===== config.mk =====
export PLATFORM = sky130hd
export DESIGN_NAME = pcm_serial_rx
export DESIGN_NICKNAME = d
export VERILOG_FILES = /design/src/rtl/pcm_rx_pkg.sv /design/src/rtl/pcm_fmt_select.sv /design/src/rtl/pcm_edge_detect.sv /design/src/rtl/pcm_half_tracker.sv /design/src/rtl/pcm_lane_deframer.sv /design/src/rtl/pcm_serial_rx.sv
export SDC_FILE = /design/constraint.sdc
export NUM_CORES = 1
export LEC_CHECK = 0
export BUFFER_PORTS_ARGS = -buffer_cell sky130_fd_sc_hd__buf_2
export CAP_MARGIN = 20
export CELL_PAD_IN_SITES_DETAIL_PLACEMENT = 1
export CELL_PAD_IN_SITES_GLOBAL_PLACEMENT = 2
export CORE_MARGIN = 4
export CORE_UTILIZATION = 33
export CTS_CLUSTER_SIZE = 25
export DETAILED_ROUTE_END_ITERATION = 8
export PLACE_DENSITY_LB_ADDON = 0.1
export SYNTH_ARGS = -nofsm -noshare
export SYNTH_HDL_FRONTEND = slang
export SYNTH_SLANG_ARGS = --single-unit

===== constraint.sdc =====
create_clock -name clk -period 3.1 [get_ports clk]
set_input_delay 0.62 -clock clk [delete_from_list [all_inputs] [get_ports clk]]
set_output_delay 0.62 -clock clk [all_outputs]
set_load 0.005 [all_outputs]

===== src/rtl/pcm_rx_pkg.sv =====
// Package: shared format codes, decoded format controls and the decode function.
package pcm_rx_pkg;

    localparam int unsigned SMP_W = 24;

    typedef enum logic [2:0] {
        FMT_LSB16 = 3'd0,
        FMT_LSB20 = 3'd1,
        FMT_MSB24 = 3'd2,
        FMT_I2S24 = 3'd3,
        FMT_LSB24 = 3'd4
    } fmt_code_e;

    typedef struct packed {
        logic       right_align;  // sample ends at the word-clock change
        logic [4:0] width;        // sample width in bits
        logic [1:0] lead;         // bits skipped after the change (left-aligned kinds)
        logic       left_high;    // word-clock level that marks the left channel
    } fmt_cfg_t;

    // Turn a 3-bit format code into framing controls; unknown codes act as left-aligned 24-bit.
    function automatic fmt_cfg_t decode_fmt(input logic [2:0] code);
        fmt_cfg_t c;
        c.right_align = 1'b0;
        c.width       = 5'd24;
        c.lead        = 2'd0;
        c.left_high   = 1'b1;
        case (code)
            FMT_LSB16: begin c.right_align = 1'b1; c.width = 5'd16; end
            FMT_LSB20: begin c.right_align = 1'b1; c.width = 5'd20; end
            FMT_LSB24: begin c.right_align = 1'b1; end
            FMT_I2S24: begin c.lead = 2'd1; c.left_high = 1'b0; end
            default:   ;
        endcase
        return c;
    endfunction

endpackage


===== src/rtl/pcm_fmt_select.sv =====
// Format select: holds the stored format code, ORs the strap pin into bit 0 and
// decodes the result. Assumes fmt_pin is static or already synchronous to clk.
module pcm_fmt_select
    import pcm_rx_pkg::*;
(
    input  logic     clk,
    input  logic     rst_n,
    input  logic     fmt_load,
    input  logic [2:0] fmt_data,
    input  logic     fmt_pin,
    output logic [2:0] fmt_q,
    output logic [2:0] fmt_eff,
    output fmt_cfg_t cfg
);

    // Stored code: resets to left-aligned 24-bit, loads on request.
    always_ff @(posedge clk) begin
        if (!rst_n)        fmt_q <= FMT_MSB24;
        else if (fmt_load) fmt_q <= fmt_data;
    end

    // Code in use: strap pin forces bit 0.
    assign fmt_eff = {fmt_q[2:1], fmt_q[0] | fmt_pin};

    // Framing controls for the deframers.
    assign cfg = decode_fmt(fmt_eff);

endmodule


===== src/rtl/pcm_edge_detect.sv =====
// Edge detect: brings bit clock, word clock and data lines into the clk domain
// through SYNC_STAGES flops and flags each rising bit-clock edge. All inputs share
// one synchronizer depth, so the word-clock and data values seen at the strobe are
// the ones present at that edge. Assumes each bit-clock phase lasts at least
// SYNC_STAGES+1 clk cycles and that data settles while the bit clock is low.
module pcm_edge_detect #(
    parameter int LANES       = 4,
    parameter int SYNC_STAGES = 2
) (
    input  logic             clk,
    input  logic             rst_n,
    input  logic             bick_in,
    input  logic             lrck_in,
    input  logic [LANES-1:0] sdata_in,
    output logic             bit_stb,
    output logic             lr_smp,
    output logic [LANES-1:0] data_smp
);

    localparam int W = LANES + 2;
    localparam int LAST = SYNC_STAGES - 1;

    logic [SYNC_STAGES-1:0][W-1:0] stage;
    logic                          bick_d;

    // Synchronizer chain for all serial inputs together.
    always_ff @(posedge clk) begin
        if (!rst_n) begin
            stage <= '0;
        end else begin
            for (int s = SYNC_STAGES - 1; s > 0; s--) stage[s] <= stage[s-1];
            stage[0] <= {bick_in, lrck_in, sdata_in};
        end
    end

    // Rising-edge flag and the sampled word-clock and data bits.
    always_ff @(posedge clk) begin
        if (!rst_n) begin
            bick_d   <= 1'b0;
            bit_stb  <= 1'b0;
            lr_smp   <= 1'b0;
            data_smp <= '0;
        end else begin
            bick_d   <= stage[LAST][W-1];
            bit_stb  <= stage[LAST][W-1] & ~bick_d;
            lr_smp   <= stage[LAST][W-2];
            data_smp <= stage[LAST][LANES-1:0];
        end
    end

endmodule


===== src/rtl/pcm_half_tracker.sv =====
// Half-frame tracker: counts bit-clock edges since the last word-clock change and
// flags the end of each half-frame. A half-frame ends at the first bit whose
// word-clock level differs from the previous bit's level. The half-frame in
// progress at reset is never reported. The count saturates at its top value.
module pcm_half_tracker #(
    parameter int CNT_W = 9
) (
    input  logic             clk,
    input  logic             rst_n,
    input  logic             bit_stb,
    input  logic             lr_smp,
    input  logic             left_high,
    output logic             half_end,
    output logic             end_left,
    output logic [CNT_W-1:0] bit_idx
);

    logic             lr_prev;
    logic             seen;
    logic             started;
    logic [CNT_W-1:0] count;
    logic             lr_change;

    // Change detection and this bit's index within its half-frame.
    always_comb begin
        lr_change = seen & (lr_smp != lr_prev);
        half_end  = bit_stb & lr_change & started;
        end_left  = (lr_prev == left_high);
        bit_idx   = lr_change ? '0 : count;
    end

    // Track the word-clock level, alignment and the saturating bit count.
    always_ff @(posedge clk) begin
        if (!rst_n) begin
            lr_prev <= 1'b0;
            seen    <= 1'b0;
            started <= 1'b0;
            count   <= '0;
        end else if (bit_stb) begin
            lr_prev <= lr_smp;
            seen    <= 1'b1;
            started <= started | lr_change;
            count   <= (&bit_idx) ? bit_idx : bit_idx + 1'b1;
        end
    end

endmodule


===== src/rtl/pcm_lane_deframer.sv =====
// Lane deframer: turns one serial data line into left and right words.
// - Right-aligned formats keep the last bits in a shift register and sign-extend
//   them when the half-frame ends.
// - Left-aligned formats place each bit into an accumulator by its index in the
//   half-frame.
// Left words wait in a holding register until the matching right word commits.
module pcm_lane_deframer
    import pcm_rx_pkg::*;
#(
    parameter int CNT_W = 9
) (
    input  logic              clk,
    input  logic              rst_n,
    input  logic              bit_stb,
    input  logic              din,
    input  logic              half_end,
    input  logic              end_left,
    input  logic              commit,
    input  logic [CNT_W-1:0]  bit_idx,
    input  fmt_cfg_t          cfg,
    output logic [SMP_W-1:0]  left_o,
    output logic [SMP_W-1:0]  right_o
);

    logic [SMP_W-1:0] sh;
    logic [SMP_W-1:0] acc;
    logic [SMP_W-1:0] acc_next;
    logic [SMP_W-1:0] left_hold;
    logic [SMP_W-1:0] shifted;
    logic [SMP_W-1:0] lsb_word;
    logic [SMP_W-1:0] word;
    logic [4:0]       shamt;
    logic [CNT_W-1:0] lead_ext;
    logic [CNT_W-1:0] pos;
    logic             in_win;

    // Sign-extend the right-aligned tail: shift the sample MSB to the top,
    // then shift back arithmetically.
    always_comb begin
        shamt    = 5'(SMP_W) - cfg.width;
        shifted  = sh << shamt;
        lsb_word = SMP_W'($signed(shifted) >>> shamt);
        word     = cfg.right_align ? lsb_word : acc;
    end

    // Left-aligned placement: bit index minus lead gives the MSB-first position.
    always_comb begin
        lead_ext = CNT_W'(cfg.lead);
        pos      = bit_idx - lead_ext;
        in_win   = (bit_idx >= lead_ext) && (pos < CNT_W'(SMP_W));
        acc_next = half_end ? '0 : acc;
        for (int b = 0; b < SMP_W; b++) begin
            if (in_win && pos == CNT_W'(SMP_W - 1 - b)) acc_next[b] = din;
        end
    end

    // Shift, accumulate, hold the left word and commit the stereo pair.
    always_ff @(posedge clk) begin
        if (!rst_n) begin
            sh        <= '0;
            acc       <= '0;
            left_hold <= '0;
            left_o    <= '0;
            right_o   <= '0;
        end else if (bit_stb) begin
            sh  <= {sh[SMP_W-2:0], din};
            acc <= acc_next;
            if (half_end && end_left) left_hold <= word;
            if (commit) begin
                left_o  <= left_hold;
                right_o <= word;
            end
        end
    end

endmodule


===== src/rtl/pcm_serial_rx.sv =====
// Multi-format PCM serial receiver (top level).
// - Edge detect samples the serial inputs on the system clock.
// - One half-frame tracker serves every lane.
// - Each lane has its own deframer.
// A stereo frame commits when a right half-frame ends after a left one; valid_o
// rises in the same cycle the outputs change.
// Assumes the bit clock is slower than clk/(2*(SYNC_STAGES+1)).
module pcm_serial_rx
    import pcm_rx_pkg::*;
#(
    parameter int LANES       = 4,
    parameter int SYNC_STAGES = 2,
    parameter int CNT_MAX     = 511
) (
    input  logic                   clk,
    input  logic                   rst_n,
    input  logic                   bick_in,
    input  logic                   lrck_in,
    input  logic [LANES-1:0]       sdata_in,
    input  logic                   fmt_load,
    input  logic [2:0]             fmt_data,
    input  logic                   fmt_pin,
    output logic [LANES*SMP_W-1:0] left_out,
    output logic [LANES*SMP_W-1:0] right_out,
    output logic                   valid_o
);

    localparam int CNT_W = $clog2(CNT_MAX + 1);

    logic [2:0]       fmt_q;
    logic [2:0]       fmt_eff;
    fmt_cfg_t         cfg;
    logic             bit_stb;
    logic             lr_smp;
    logic [LANES-1:0] data_smp;
    logic             half_end;
    logic             end_left;
    logic [CNT_W-1:0] bit_idx;
    logic             have_left;
    logic             commit;

    pcm_fmt_select u_fmt (
        .clk      (clk),
        .rst_n    (rst_n),
        .fmt_load (fmt_load),
        .fmt_data (fmt_data),
        .fmt_pin  (fmt_pin),
        .fmt_q    (fmt_q),
        .fmt_eff  (fmt_eff),
        .cfg      (cfg)
    );

    pcm_edge_detect #(.LANES(LANES), .SYNC_STAGES(SYNC_STAGES)) u_edge (
        .clk      (clk),
        .rst_n    (rst_n),
        .bick_in  (bick_in),
        .lrck_in  (lrck_in),
        .sdata_in (sdata_in),
        .bit_stb  (bit_stb),
        .lr_smp   (lr_smp),
        .data_smp (data_smp)
    );

    pcm_half_tracker #(.CNT_W(CNT_W)) u_track (
        .clk       (clk),
        .rst_n     (rst_n),
        .bit_stb   (bit_stb),
        .lr_smp    (lr_smp),
        .left_high (cfg.left_high),
        .half_end  (half_end),
        .end_left  (end_left),
        .bit_idx   (bit_idx)
    );

    // A right half-frame commits only when a left one came just before it.
    assign commit = half_end & ~end_left & have_left;

    // Remember whether the last finished half-frame was left; register the strobe.
    always_ff @(posedge clk) begin
        if (!rst_n) begin
            have_left <= 1'b0;
            valid_o   <= 1'b0;
        end else begin
            if (half_end) have_left <= end_left;
            valid_o <= commit;
        end
    end

    for (genvar g = 0; g < LANES; g++) begin : g_lane
        pcm_lane_deframer #(.CNT_W(CNT_W)) u_lane (
            .clk      (clk),
            .rst_n    (rst_n),
            .bit_stb  (bit_stb),
            .din      (data_smp[g]),
            .half_end (half_end),
            .end_left (end_left),
            .commit   (commit),
            .bit_idx  (bit_idx),
            .cfg      (cfg),
            .left_o   (left_out[g*SMP_W +: SMP_W]),
            .right_o  (right_out[g*SMP_W +: SMP_W])
        );
    end

endmodule


==> parameters.txt <==
Parameter                              Value

Clocking
  Clock H-tree levels    2
  Cell at the root of the clock tree    sky130_fd_sc_hd__clkbuf_16
  Total CTS buffers    59
  Clock-pin slew on the worst setup and hold paths    60 ps
  Clock tree from TritonCTS    yes
  Clock tree sinks    516
  Clock insertion delay at the later pin of the skew report    610 ps
  Longest Clk Path Bufs    3

Timing
  Slew @ Worst Pin    897.4 ps
  Hold violation total from the final report    0
  Slack of the critical path    213.1 ps
  Pins over their slew limit    0
  Setup violation total in the final timing report    0
  Unrepaired setup endpoints after global routing    false
  Highest clock frequency the design can meet    0.3464 GHz
  Period utilization    93.13%
  Setup TNS    0 ps
  Final clock skew    12.28 ps
  Relative slew slack    39.71%
  Final critical-path required period    2887 ps

Placed design
  Port Buffers    205
  Number of placed cells counting well taps    3066
  Half-perimeter wire length after placement    45010 um
  Final GP Congestion    0.7998
  Place WS    -37.74 ps

Floorplanning
  Placeable core area    0.05902 mm^2
  DIE AREA    0.06368 mm^2
  Height of the die    252.3 um
  Number of rows in the core area    89
  Floorplan die width    252.3 um
  Initial Util    33.38%
  Num ports    206

Synth
  Post-synthesis share of cell area spent on full adders, half adders and majority gates    0.06350%
  Proportion of synthesized area in mux cells    13.41%
  Most instantiated flip-flop cell in the synthesis netlist    sky130_fd_sc_hd__dfxtp_1
  Post-synthesis register bit count    516
  Top area cells in the synthesized netlist    sky130_fd_sc_hd__dfxtp_1, sky130_fd_sc_hd__mux2i_1, sky130_fd_sc_hd__nand2_1
  Share of Yosys cell area claimed by the top area cell type    52.43%
  Simple-gate area share of the yosys netlist    17.24%
  Cell area after synthesis    0.01970 mm^2
  Synthesized Nets    2183
  Count of cell types in the netlist    57
  Count of mapped cells out of synthesis    2169
  Fraction of registers with async set/reset    0%
  Mean area per synthesized cell    9.084 um^2
  Top cell type by total area after synthesis    sky130_fd_sc_hd__dfxtp_1
  Commonest cells in the synthesized netlist    sky130_fd_sc_hd__dfxtp_1, sky130_fd_sc_hd__nand2_1, sky130_fd_sc_hd__nor2_1
  Number of warning messages in the yosys log    0
  Post-synthesis share of cell area spent on xor and xnor gates    0.3112%
  Dominant cell by count in the synthesized netlist    sky130_fd_sc_hd__dfxtp_1
  Largest family of logic cells by synthesized area    simple AND/OR/NAND/NOR gates
  Share of the yosys chip area belonging to registers    52.43%
  Number of synthesized flops with an enable pin    0
  Share of the synthesized area in compound gates (AO/OA/AOI/OAI)    12.51%

Worst setup path
  Worst EP required    3630 ps
  Maximum fanout encountered on the critical timing path    8
  Cell repeated most along the worst path    sky130_fd_sc_hd__buf_4
  Type of element capturing the critical path    flip-flop
  Kind of cell adding the most delay to the critical path    simple AND/OR/NAND/NOR gates
  Setup slack of the worst register-to-register path    210 ps
  Arrival time worst endpoint    3410 ps
  Slowest library cell on the worst path    sky130_fd_sc_hd__or4bb_1
  Delay of the slowest cell on the worst path    500 ps
  Sum of buffers and inverters on the critical path    2
  Crit start category    flip-flop
  Path type of the worst setup path    reg -> reg
  Worst-path cell chain    xor2_2 -> nand2_2 -> nand2_1 -> ha_1 -> or4b_4 -> xnor2_1 -> or4bb_1 -> buf_4 -> nor3_4 -> buf_4 -> mux2i_1

Route
  Drt initial violations    751
  Via density    4.939
  Count of nets left with antenna violations after detail routing    0
  Via Count    15676
  Post-route DRC violation count    0
  Routed wire length per instance    19.86 um
  Total wire length after detailed routing    63050 um
  Iteration count of the initial detailed-routing pass    5

Global routing
  Via count of the first global-routing pass    15810
  GR Util All Layers    19.20%
  Largest net degree at the start of global routing    143
  Wire length of the first global-routing pass    96110 um
  Initial antenna violation count    0
  Residual overflow from global routing    0

Cells and area
  Filler-free cell count of the finished design    3174
  Share of post-route cells with drive strength above 1    17.99%
  Layout-stage area growth over the synthesis result    21.60%
  Final antenna diode count    0
  Number of nets in the finished design    2374

Power and ir drop
  Total chip power    13.96 mW
  Pleak    9.046 nW
  Cell area power density    582.5 mW/mm^2
  Worst vdd ir    0.3841 mV

Min path
  Class of the worst hold path    in -> reg

Job
  Count of max-cap constraint violations    0

Status
  Outcome    finished clean
==> layer usage <==
metal	wire length [um]	part of all wire (%)	global-route usage, %
met1	31260	50	27.67
met2	28080	45	30.17
met3	2291	3.6	3.097
met4	1420	2.3	4.871
met5	0	0	0
==> kinds of logic after synthesis <==
| kind of cell | count (synthesis) |
|---|---|
| adders and majority gates | 1 |
| and+or+nand+nor | 795 |
| buffers and inverters | 194 |
| muxes | 264 |
| DFF | 516 |
| AOI/OAI and AO/OA | 392 |
| xor gates and xnor gates | 7 |
==> layout by cell type (no fill, tap or decap), drive strengths merged, types with 6 or more instances in the layout <==
cell type,Yosys,layout
nor3b,10,10
dfxtp,516,516
nor3,18,18
o21a,6,6
a21oi,167,167
o21ai,31,31
nand2,410,410
a211oi,145,145
nand3,7,7
buf,60,314
or3,10,10
nand4,6,6
clkinv,0,11
clkbuf,124,87
xnor2,6,6
o211ai,10,10
and2,21,21
mux2i,264,264
and3,8,8
inv,10,11
nor2,278,278
nand2b,6,6
==> timing repair <==
item                                   in CTS  in global routing
hold buffers                                0                  0
buffers inserted                            0                  6
setup endpoints to repair                   0                 76
endpoints found under the hold margin       0                  0
gates resized for setup                     0                  1
==> state kept, by name (all words and copies together) (netlist names) <==
name	flops
u_edge.data_smp	4
u_edge.bick_d	1
g_lane.u_lane.acc	96
g_lane.u_lane.left_hold	96
u_track.count	9
g_lane.u_lane.left_o	96
g_lane.u_lane.right_o	96
u_edge.stage	12
u_track.lr_prev	1
have_left	1
u_fmt.fmt_q	3
u_track.started	1
u_edge.bit_stb	1
valid_o	1
g_lane.u_lane.sh	96
u_track.seen	1
u_edge.lr_smp	1
==> final cells by class <==
class,instances,area [um^2]
multi-input cells,1459,8636
well taps,773,967.2
clock buffers,87,1724
flip-flops and latches,516,10330
inverters,10,45.04
clock inverters,15,157.7
repair buffers,314,2095
fillers,6845,35060
==> final timing paths <==
kind | start | end | cells after the start
setup / recovery | u_track.lr_prev | g_lane[0].u_lane.acc[8] | 11
hold / removal | bick_in | u_edge.stage[5] | 2
setup reg to reg | u_track.lr_prev | g_lane[0].u_lane.acc[8] | 11
hold reg to reg | u_edge.bick_d | u_edge.bit_stb | 1
==> power by group <==
group	switching, mW	leakage, nW	internal [mW]	total, mW
Sequential	0.00805	4.16	6.65	6.65
Combinational	0.339	3.95	0.160	0.500
Clock	2.74	0.933	4.06	6.80
==> through the flow <==
stage                     hold slack (ps)  utilization, %  area (um^2)
after floorplan                     367.4               -        19730
after global routing                200.7           40.60        23960
after CTS                           176.2           40.52        23910
after detailed placement            372.3           37.33        22030
after global placement              366.5           37.33        22030
final                               225.7           40.60        23960
No activity file was read; power rests on OpenSTA's default activity.
